$ cat config.mk
export PLATFORM = sky130hd
export DESIGN_NAME = hsw_ctrl
export DESIGN_NICKNAME = d
export VERILOG_FILES = /design/src/rtl/hsw_pkg.sv /design/src/rtl/hsw_sync.sv /design/src/rtl/hsw_qual_timer.sv /design/src/rtl/hsw_dwell_timer.sv /design/src/rtl/hsw_fsm.sv /design/src/rtl/hsw_ctrl.sv
export SDC_FILE = /design/constraint.sdc
export NUM_CORES = 1
export LEC_CHECK = 0
export BUFFER_PORTS_ARGS = -buffer_cell sky130_fd_sc_hd__buf_4
export CAP_MARGIN = 20
export CORE_ASPECT_RATIO = 2
export CORE_MARGIN = 8
export CORE_UTILIZATION = 45
export DETAILED_ROUTE_END_ITERATION = 16
export GPL_ROUTABILITY_DRIVEN = 0
export GPL_TIMING_DRIVEN = 0
export PLACE_DENSITY = 0.62
export SLEW_MARGIN = 20
export SYNTH_ARGS = -nofsm -noshare
export SYNTH_HDL_FRONTEND = slang
export SYNTH_HIERARCHICAL = 1
export SYNTH_SLANG_ARGS = --single-unit
$ cat constraint.sdc
create_clock -name clk -period 4.4 [get_ports clk]
set_clock_uncertainty 0.15 [all_clocks]
set_input_delay 0.44 -clock clk [delete_from_list [all_inputs] [get_ports clk]]
set_output_delay 0.44 -clock clk [all_outputs]
set_load 0.1 [all_outputs]
$ cat src/rtl/hsw_pkg.sv
package hsw_pkg;

  typedef enum logic [1:0] {
    ST_OFF    = 2'd0,
    ST_INRUSH = 2'd1,
    ST_ON     = 2'd2,
    ST_OVL    = 2'd3
  } hsw_state_t;

  typedef enum logic [1:0] {
    GM_OPEN     = 2'd0,
    GM_INRUSH   = 2'd1,
    GM_FULL     = 2'd2,
    GM_LOWLIMIT = 2'd3
  } hsw_gate_t;

  // Ceiling of hz*us/1e6, never less than one cycle.
  function automatic int unsigned us_to_cycles(input int unsigned hz, input int unsigned us);
    longint unsigned prod;
    longint unsigned q;
    prod = longint'(hz) * longint'(us);
    q    = (prod + 64'd999_999) / 64'd1_000_000;
    if (q == 0) q = 1;
    return int'(q);
  endfunction

  function automatic hsw_gate_t gate_of(input hsw_state_t s);
    case (s)
      ST_INRUSH: return GM_INRUSH;
      ST_ON:     return GM_FULL;
      ST_OVL:    return GM_LOWLIMIT;
      default:   return GM_OPEN;
    endcase
  endfunction

endpackage

$ cat src/rtl/hsw_sync.sv
module hsw_sync #(
  parameter int unsigned N = 3
) (
  input  logic         clk,
  input  logic         rst_n,
  input  logic [N-1:0] async_i,
  output logic [N-1:0] sync_o
);
  for (genvar b = 0; b < N; b++) begin : g_bit
    logic meta_q;
    logic stab_q;
    always_ff @(posedge clk or negedge rst_n) begin
      if (!rst_n) begin
        meta_q <= 1'b0;
        stab_q <= 1'b0;
      end else begin
        meta_q <= async_i[b];
        stab_q <= meta_q;
      end
    end
    assign sync_o[b] = stab_q;
  end
endmodule

$ cat src/rtl/hsw_qual_timer.sv
// Counts consecutive cycles of (arm && cond); fires in the TC-th such cycle.
module hsw_qual_timer #(
  parameter int unsigned TC = 14
) (
  input  logic clk,
  input  logic rst_n,
  input  logic arm_i,
  input  logic cond_i,
  output logic fire_o
);
  localparam int unsigned W = (TC < 2) ? 1 : $clog2(TC + 1);
  localparam logic [W-1:0] LAST = W'(TC - 1);

  logic [W-1:0] cnt_q;
  logic         run;

  assign run    = arm_i && cond_i;
  assign fire_o = run && (cnt_q == LAST);

  always_ff @(posedge clk or negedge rst_n) begin
    if (!rst_n)            cnt_q <= '0;
    else if (!run)         cnt_q <= '0;
    else if (cnt_q != LAST) cnt_q <= cnt_q + 1'b1;
  end
endmodule

$ cat src/rtl/hsw_dwell_timer.sv
// Cleared while idle; counts cycles while running and saturates at TC-1.
module hsw_dwell_timer #(
  parameter int unsigned TC = 8000
) (
  input  logic clk,
  input  logic rst_n,
  input  logic run_i,
  output logic met_o
);
  localparam int unsigned W = (TC < 2) ? 1 : $clog2(TC + 1);
  localparam logic [W-1:0] LAST = W'(TC - 1);

  logic [W-1:0] cnt_q;

  assign met_o = run_i && (cnt_q == LAST);

  always_ff @(posedge clk or negedge rst_n) begin
    if (!rst_n)             cnt_q <= '0;
    else if (!run_i)        cnt_q <= '0;
    else if (cnt_q != LAST) cnt_q <= cnt_q + 1'b1;
  end
endmodule

$ cat src/rtl/hsw_fsm.sv
module hsw_fsm
  import hsw_pkg::*;
(
  input  logic       clk,
  input  logic       rst_n,
  input  logic       en_i,
  input  logic       lo380_i,
  input  logic       lo360_i,
  input  logic       ovl_fire_i,
  input  logic       dwell_met_i,
  output hsw_state_t state_o
);
  hsw_state_t state_q, state_d;

  always_comb begin
    state_d = state_q;
    if (!en_i) begin
      state_d = ST_OFF;
    end else begin
      case (state_q)
        ST_OFF:    state_d = ST_INRUSH;
        ST_INRUSH: if (lo380_i) state_d = ST_ON;
        ST_ON:     if (ovl_fire_i) state_d = ST_OVL;
        ST_OVL:    if (lo360_i && dwell_met_i) state_d = ST_ON;
        default:   state_d = ST_OFF;
      endcase
    end
  end

  always_ff @(posedge clk or negedge rst_n) begin
    if (!rst_n) state_q <= ST_OFF;
    else        state_q <= state_d;
  end

  assign state_o = state_q;
endmodule

$ cat src/rtl/hsw_ctrl.sv
module hsw_ctrl
  import hsw_pkg::*;
#(
  parameter int unsigned CLK_HZ    = 50_000_000,
  parameter int unsigned PERSIST_US = 140,
  parameter int unsigned DWELL_US   = 80_000
) (
  input  logic       clk,
  input  logic       rst_n,
  input  logic       en_i,
  input  logic       drop_lo380_i,
  input  logic       drop_lo360_i,
  input  logic       drop_hi_i,
  output logic [1:0] gate_o,
  output logic [1:0] state_o
);
  localparam int unsigned PERSIST_CYC = us_to_cycles(CLK_HZ, PERSIST_US);
  localparam int unsigned DWELL_CYC   = us_to_cycles(CLK_HZ, DWELL_US);

  logic [2:0] flags_s;
  logic       lo380_s, lo360_s, hi_s;
  logic       persist_fire;
  logic       dwell_met;
  hsw_state_t st;

  hsw_sync #(.N(3)) u_sync (
    .clk    (clk),
    .rst_n  (rst_n),
    .async_i({drop_hi_i, drop_lo360_i, drop_lo380_i}),
    .sync_o (flags_s)
  );

  assign lo380_s = flags_s[0];
  assign lo360_s = flags_s[1];
  assign hi_s    = flags_s[2];

  hsw_qual_timer #(.TC(PERSIST_CYC)) u_persist (
    .clk   (clk),
    .rst_n (rst_n),
    .arm_i (st == ST_ON),
    .cond_i(hi_s),
    .fire_o(persist_fire)
  );

  hsw_dwell_timer #(.TC(DWELL_CYC)) u_dwell (
    .clk  (clk),
    .rst_n(rst_n),
    .run_i(st == ST_OVL),
    .met_o(dwell_met)
  );

  hsw_fsm u_fsm (
    .clk        (clk),
    .rst_n      (rst_n),
    .en_i       (en_i),
    .lo380_i    (lo380_s),
    .lo360_i    (lo360_s),
    .ovl_fire_i (persist_fire),
    .dwell_met_i(dwell_met),
    .state_o    (st)
  );

  assign state_o = st;
  assign gate_o  = gate_of(st);
endmodule

==> summary.md, run 1 <==
| Metric | Value |
|---|---|
| Syn_nets | 235 |
| GR Util All Layers | 0.140 |
| Ranking of synthesized cells by area | dfrtp_1 (48%), a21oi_1 (4.2%), mux2i_1 (4.0%), nand2_1 (4.0%), nand4_1 (3.1%) |
| TritonCTS buffer count | 5 |
| # DRC | 0 |
| Post-synth top flop | dfrtp_1 |
| Post-Route WL | 4820 microns |
| Cell accounting for the most synthesized area | dfrtp_1 |
| First-pass GRT wire length | 8510 microns |
| Post-Syn Area | ~2300 sq um |
| Area delta synth->final | 11.8% |
| DP Area | approximately 2400 sq um |
| Routed length per instance | 16.0 microns |
| Vias in the first global route | approximately 1.8k |
| Max Slew Vio Count | 0 |
| Root Driver | clkbuf_8 |
| Antenna-violating nets left | 0 |
| Arr. time, crit path | approximately 2.4 ns |
| Register area share after synthesis | 0.478 |
| Via count | roughly 1.8k |
| Netlist cell types | 48 |
| Htree depth | 2 |
| Area of the core | between 4000 and 5000 sq um |
| FF-to-FF setup slack | between 2 and 2.5 ns |
| # rows | 36 |
| Post-CTS Setup Inserts | 0 |
| Via-per-instance ratio | between 5 and 6 |
| Critical path type | reg2reg |
| Post-synthesis async set-or-reset flop share | 1.00 |
| Worst setup EP type | register |
| Slew HR | 0.635 |
| Max-cap violations | 0 |
| Clock Latency Late Sink | 0.30 ns |
| CTS Hold Bufs | 1 |
| Setup WS pre-CTS | around 2.1 ns |
| Setup ws final | between 2 and 2.5 ns |
| Top cell type's share of synthesized area | 0.478 |
| Ys Warns | 6 |
| EDFF count, synth | 0 |
| Port-buffer cells | 9 |
| Clock slew at reported path FFs | ~0.08 ns |
| Die H | approximately 120 microns |
| 1st-iter DRT viols | 53 |
| TritonRoute pass-1 iters | 4 |
| Synth Instances | around 230 |
| Detailed Place HPWL | around 3500 microns |
| Tightest Pin Transition | between 0.5 and 0.6 ns |
| Hold Slack | 0.102 ns |
| Setup TNS | 0 ns |
| Peak supply drop | slightly below 0.2 mV |
| Req. time, crit path | between 4 and 5 ns |
| Starting Density | 0.463 |
| Final hold vios | 0 |
| Status | finished clean |
| Avg Inst Size Synth | 9.93 sq um |
| CTS max path bufs | 2 |
| HP Class | in2reg |
| Cell area after layout | approximately 2500 sq um |
| Clock sink count | between 40 and 50 |
| Die ar. | approximately 7700 sq um |
| CTS tree | done |
| Initial antenna violation count | 0 |
| Unrepaired setup endpoints after global routing | no |
| Static Leak | between 0.9 and 1 nW |
| Period utilization | 0.526 |
| Worst Setup Start Kind | register |
| Resize count post-CTS | 0 |
| Count leader, synth | dfrtp_1 |
| I/O pin total | 10 |
| Die Width | about 66 microns |
| Total gr overflow | 0 |
| Design Power | just under 0.8 mW |
| Antenna diodes | 0 |
| Setup violations, final | 0 |
| Nets | between 200 and 300 |
| Pwr Density | ~310 nW/um^2 |
| Layout cells sized above 1 | 0.139 |
| Crit-path max FO | 10 |
| Commonest cells in the netlist | dfrtp_1 (43), nand2_1 (24), a21oi_1 (19), o21ai_0 (12) |
| Pin count of the biggest net entering global routing | 44 |
| Final Critical Period | between 2 and 2.5 ns |
| Yosys reg bits | between 40 and 50 |
| Fmax | roughly 0.43 GHz |
[state kept, by name, indices dropped and copies added (netlist names)]
| signal | flops |
|---|---|
| u_dwell/cnt_q | 22 |
| u_sync/g_bit.meta_q | 3 |
| u_persist/cnt_q | 13 |
| u_fsm/state_o | 2 |
| u_sync/g_bit.stab_q | 3 |
[metal layers]
layer | routed length, microns | vias up | global-route usage
li1 | - | 875 | -
met4 | 146 | 0 | 0.0746
met1 | 1850 | 858 | 0.141
met2 | 2730 | 24 | 0.259
met3 | 99 | 13 | 0.0261
met5 | 0 | - | 0
[through the flow]
stage | utilization | std cells
2_1_floorplan | - | 227
3_3_place_gp | 0.492 | 293
3_5_place_dp | 0.492 | 293
4_1_cts | 0.518 | 302
5_1_grt | 0.518 | 302
6_report | 0.518 | 302
[cell families (layout without fill, tap and decap cells)]
| logic type | count (synthesis) | in the layout | synth area share |
|---|---|---|---|
| multiplexers | 9 | 9 | 0.0400 |
| AND/OR/NAND/NOR | 102 | 102 | 0.277 |
| buffers and inverters | 17 | 35 | 0.0444 |
| adder cells (fa/ha/maj) | 2 | 2 | 0.0111 |
| flip-flops | 43 | 43 | 0.478 |
| AO/OA/AOI/OAI | 50 | 50 | 0.135 |
| XOR/XNOR | 4 | 4 | 0.0155 |
[critical path: stages, from the launching register on]
cell	delay, ns
dfrtp_1	0.47
and2_1	0.40
dlygate4sd3_1	0.87
o21ai_0	0.16
a31oi_1	0.19
[cell type report]
| class | count | area (sq um) |
|---|---|---|
| plain buffers | 12 | 81.3 |
| clock buffers | 6 | 82.6 |
| clock inverters | 2 | 35.0 |
| fillers | 461 | 2340 |
| inverters | 5 | 18.8 |
| multi-input cells | 167 | 1080 |
| flip-flops and latches | 43 | 1080 |
| well taps | 57 | 71.3 |
| repair buffers | 10 | 77.6 |
[where the power goes]
group	total [mW]	internal [mW]	switching, mW
registers	0.404	0.400	0.00463
logic	0.0577	0.0150	0.0428
clock network	0.320	0.184	0.136
[placed cells by master, fill, tap and decap left out, types with 7 or more instances in the layout]
cell and count:
a21oi_1 19, and2_1 7, buf_4 12, dfrtp_1 43, mux2i_1 9, nand2_1 24, nand2b_1 8, nand3_1 11
nand4_1 11, o21ai_0 12
[path summary, 6_finish.rpt]
| check | from | end | depth (start not counted) |
|---|---|---|---|
| worst min register to register | u_sync/g_bit[0].meta_q | u_sync/g_bit[0].stab_q | 0 |
| worst min-delay path | drop_hi_i | u_sync/g_bit[2].meta_q | 1 |
| max in group asynchronous | rst_n | u_dwell/cnt_q[13] | 2 |
| min in group asynchronous | rst_n | u_persist/cnt_q[12] | 2 |
| worst max-delay path | u_fsm/state_o[1] | u_dwell/cnt_q[6] | 4 |
| worst max register to register | u_fsm/state_o[1] | u_dwell/cnt_q[6] | 4 |
No activity file was read; power rests on OpenSTA's default activity.
==> run 2: changes to the inputs <==
Clock period 4.4 ns to 2.35 ns, I/O delays scaled along.
==> run 2 against run 1 <==
Compared with the run above:
- first-iteration DRC count grew 77%
- sequential share of layout area shrank 0.49 points
- die area is the same
- via count grew 0.51%
- sequential power grew 88%
- design area grew 1.4%
- clock-buffer cell count is the same
- register-to-register slack lost 1.9 ns
- largest cell class is now registers
==> summary.md, run 2 (synthesized netlist as in run 1, its figures left out) <==
| Metric | Value |
|---|---|
| Htree depth | 2 (unchanged) |
| Root Driver | clkbuf_8 |
| Antenna-violating nets left | 0 (unchanged) |
| CTS max path bufs | 2 (unchanged) |
| Pin count of the biggest net entering global routing | 44 (unchanged) |
| Fmax | 0.457 GHz (+5.8%) |
| I/O pin total | 10 (unchanged) |
| Starting Density | 0.463 (unchanged) |
| Final hold vios | 0 (unchanged) |
| # rows | 36 (unchanged) |
| Req. time, crit path | 2.39 ns (-2.07 ns) |
| Status | finished clean |
| Clock Latency Late Sink | 0.30 ns (about the same) |
| Die Width | 66.0 microns (unchanged) |
| FILL cells | 469 (+1.7%) |
| Hold EP | u_fsm/state_o[1] |
| TritonRoute pass-1 iters | 5 (+1) |
| Layout cells sized above 1 | 0.145 (+0.00639) |
| Worst setup EP type | register |
| Detailed Place HPWL | 3480 microns (-0.27%) |
| Top reg by flops | u_dwell/cnt_q |
| Design Power | 1.47 mW (+88%) |
| First-pass GRT wire length | 8670 microns (+2.0%) |
| Max-cap violations | 0 (unchanged) |
| Pwr Density | 575 nW/um^2 (+85%) |
| HP Class | in2reg |
| Post-Route WL | 4830 microns (+0.19%) |
| TritonCTS buffer count | 5 (unchanged) |
| Antenna diodes | 0 (unchanged) |
| Register area | 1080 sq um (+0.23%) |
| Crit-path max FO | 10 (unchanged) |
| Tightest Pin Transition | 0.548 ns (+0.00113 ns) |
| 1st-iter DRT viols | 94 (+77%) |
| Initial antenna violation count | 0 (unchanged) |
| Port-buffer cells | 9 (unchanged) |
| Via-per-instance ratio | 5.83 (-0.48%) |
| # DRC | 0 (unchanged) |
| HP Start | en_i |
| Clock slew at reported path FFs | 0.09 ns (about the same) |
| Period utilization | 0.931 (+0.405) |
| Post-CTS Setup Inserts | 0 (unchanged) |
| Worst hold stages | 2 (+1) |
| Worst Setup Start Kind | register |
| Commonest cells after routing, fill and taps aside | dfrtp_1 (41), nand2_1 (24), a21oi_1 (19) |
| Area delta synth->final | 13.4% |
| Max reg flops | 22 (unchanged) |
| FF-to-FF setup slack | 0.16 ns (-1.92 ns) |
| Critical path type | reg2reg |
| Largest regs | u_dwell/cnt_q: 22 flops, u_persist/cnt_q: 13 flops |
| Slew HR | 0.635 (-0.000752) |
| CTS tree | done |
| Total gr overflow | 0 (unchanged) |
| Final Critical Period | 2.19 ns (-0.126 ns) |
| Worst reg-to-reg path cell count | 7 (+3) |
| Setup TNS | 0 ns (unchanged) |
| Crit Reg-Reg Endpoint | u_fsm/state_o[0] |
| Area of the core | 4860 sq um (unchanged) |
| Via count | 1,779 (+0.51%) |
| Max Slew Vio Count | 0 (unchanged) |
| Nets | 255 (+1.2%) |
| Unrepaired setup endpoints after global routing | no |
| Critical R2R Launch | u_dwell/cnt_q[15] |
| Commonest non-fill, non-tap cell in the layout | dfrtp_1 |
| Vias in the first global route | 1,882 (+2.6%) |
| Arr. time, crit path | 2.23 ns (-0.14 ns) |
| Footprint of the multi-input gates | 1080 sq um (unchanged) |
| Final design utilization | 0.525 (+0.00720) |
| GR Util All Layers | 0.144 (+0.00333) |
| Routed length per instance | 15.8 microns (-0.80%) |
| Setup violations, final | 0 (unchanged) |
| Static Leak | 0.973 nW (+2.6%) |
| Peak supply drop | 0.460 mV (+140%) |
| Die H | 116 microns (unchanged) |
| Clock sink count | 43 (unchanged) |
| Die ar. | 7670 sq um (unchanged) |
-- run 2: cell types whose count changed in the layout (fill, tap and decap cells not counted) --
cell | previous run | this run
dfrtp_1 | 43 | 41
dfrtp_2 | 0 | 2
dlygate4sd3_1 | 2 | 4
dlymetal6s4s_1 | 0 | 1
-- run 2: layout make-up --
cell class / count / area share
Sequential cell: 43 / 0.422
Multi-Input combinational cell: 167 / 0.422
Timing Repair Buffer: 13 / 0.0421
Buffer: 12 / 0.0328
Clock buffer: 6 / 0.0323
Tap cell: 57 / 0.0279
Clock inverter: 2 / 0.0137
Inverter: 5 / 0.00735
-- run 2: worst max-delay path by stage --
| stage | startpoint | end | slack (ns) | cells past startpoint |
|---|---|---|---|---|
| final | u_dwell/cnt_q[15] | u_fsm/state_o[0] | 0.16 | 7 |
| after global routing | u_dwell/cnt_q[15] | u_fsm/state_o[0] | 0.0003 | 7 |
| after CTS | u_fsm/state_o[0] | u_dwell/cnt_q[21] | 0.08 | 4 |
| after detailed placement | u_fsm/state_o[0] | u_dwell/cnt_q[21] | 0.09 | 4 |
| after global placement | u_fsm/state_o[0] | u_dwell/cnt_q[21] | 0.11 | 4 |
| after floorplan | u_fsm/state_o[0] | u_dwell/cnt_q[21] | 0.11 | 4 |
-- run 2: worst max-delay path, stage by stage, from the launching register on --
cell and delay, ns:
dfrtp_1 0.43, or4b_4 0.58, nor4_4 0.32, buf_6 0.19, nand2_1 0.09, nor2_1 0.10
nand4_1 0.09, o2111a_1 0.13
-- run 2: per-stage QoR --
| step | std cells | worst slack [ns] | area, sq um | hold slack [ns] |
|---|---|---|---|---|
| final | 305 | 0.163 | 2550 | 0.0186 |
| after global routing | 305 | 0.000304 | 2550 | 0.0183 |
| after CTS | 305 | 0.0803 | 2550 | 0.0138 |
| after detailed placement | 293 | 0.0947 | 2390 | 0.119 |
| after global placement | 293 | 0.115 | 2390 | 0.119 |
| after floorplan | 227 | 0.114 | 2260 | -0.211 |
-- run 2: report_power, final --
group / leakage, nW / internal [mW] / switching (mW)
registers: 0.582 / 0.749 / 0.00876
logic: 0.330 / 0.0316 / 0.0807
clock network: 0.0612 / 0.344 / 0.256
-- run 2: layer usage --
layer	global-route usage	routed length [microns]
met1	0.142	1940
met2	0.271	2740
met3	0.0261	75
met4	0.0717	78
met5	0	0
-- run 2: repair_timing --
action	in CTS	in global routing
endpoints found under the setup margin	0	3
hold endpoints to repair	46	0
gates resized for setup	0	1
hold buffers	4	0
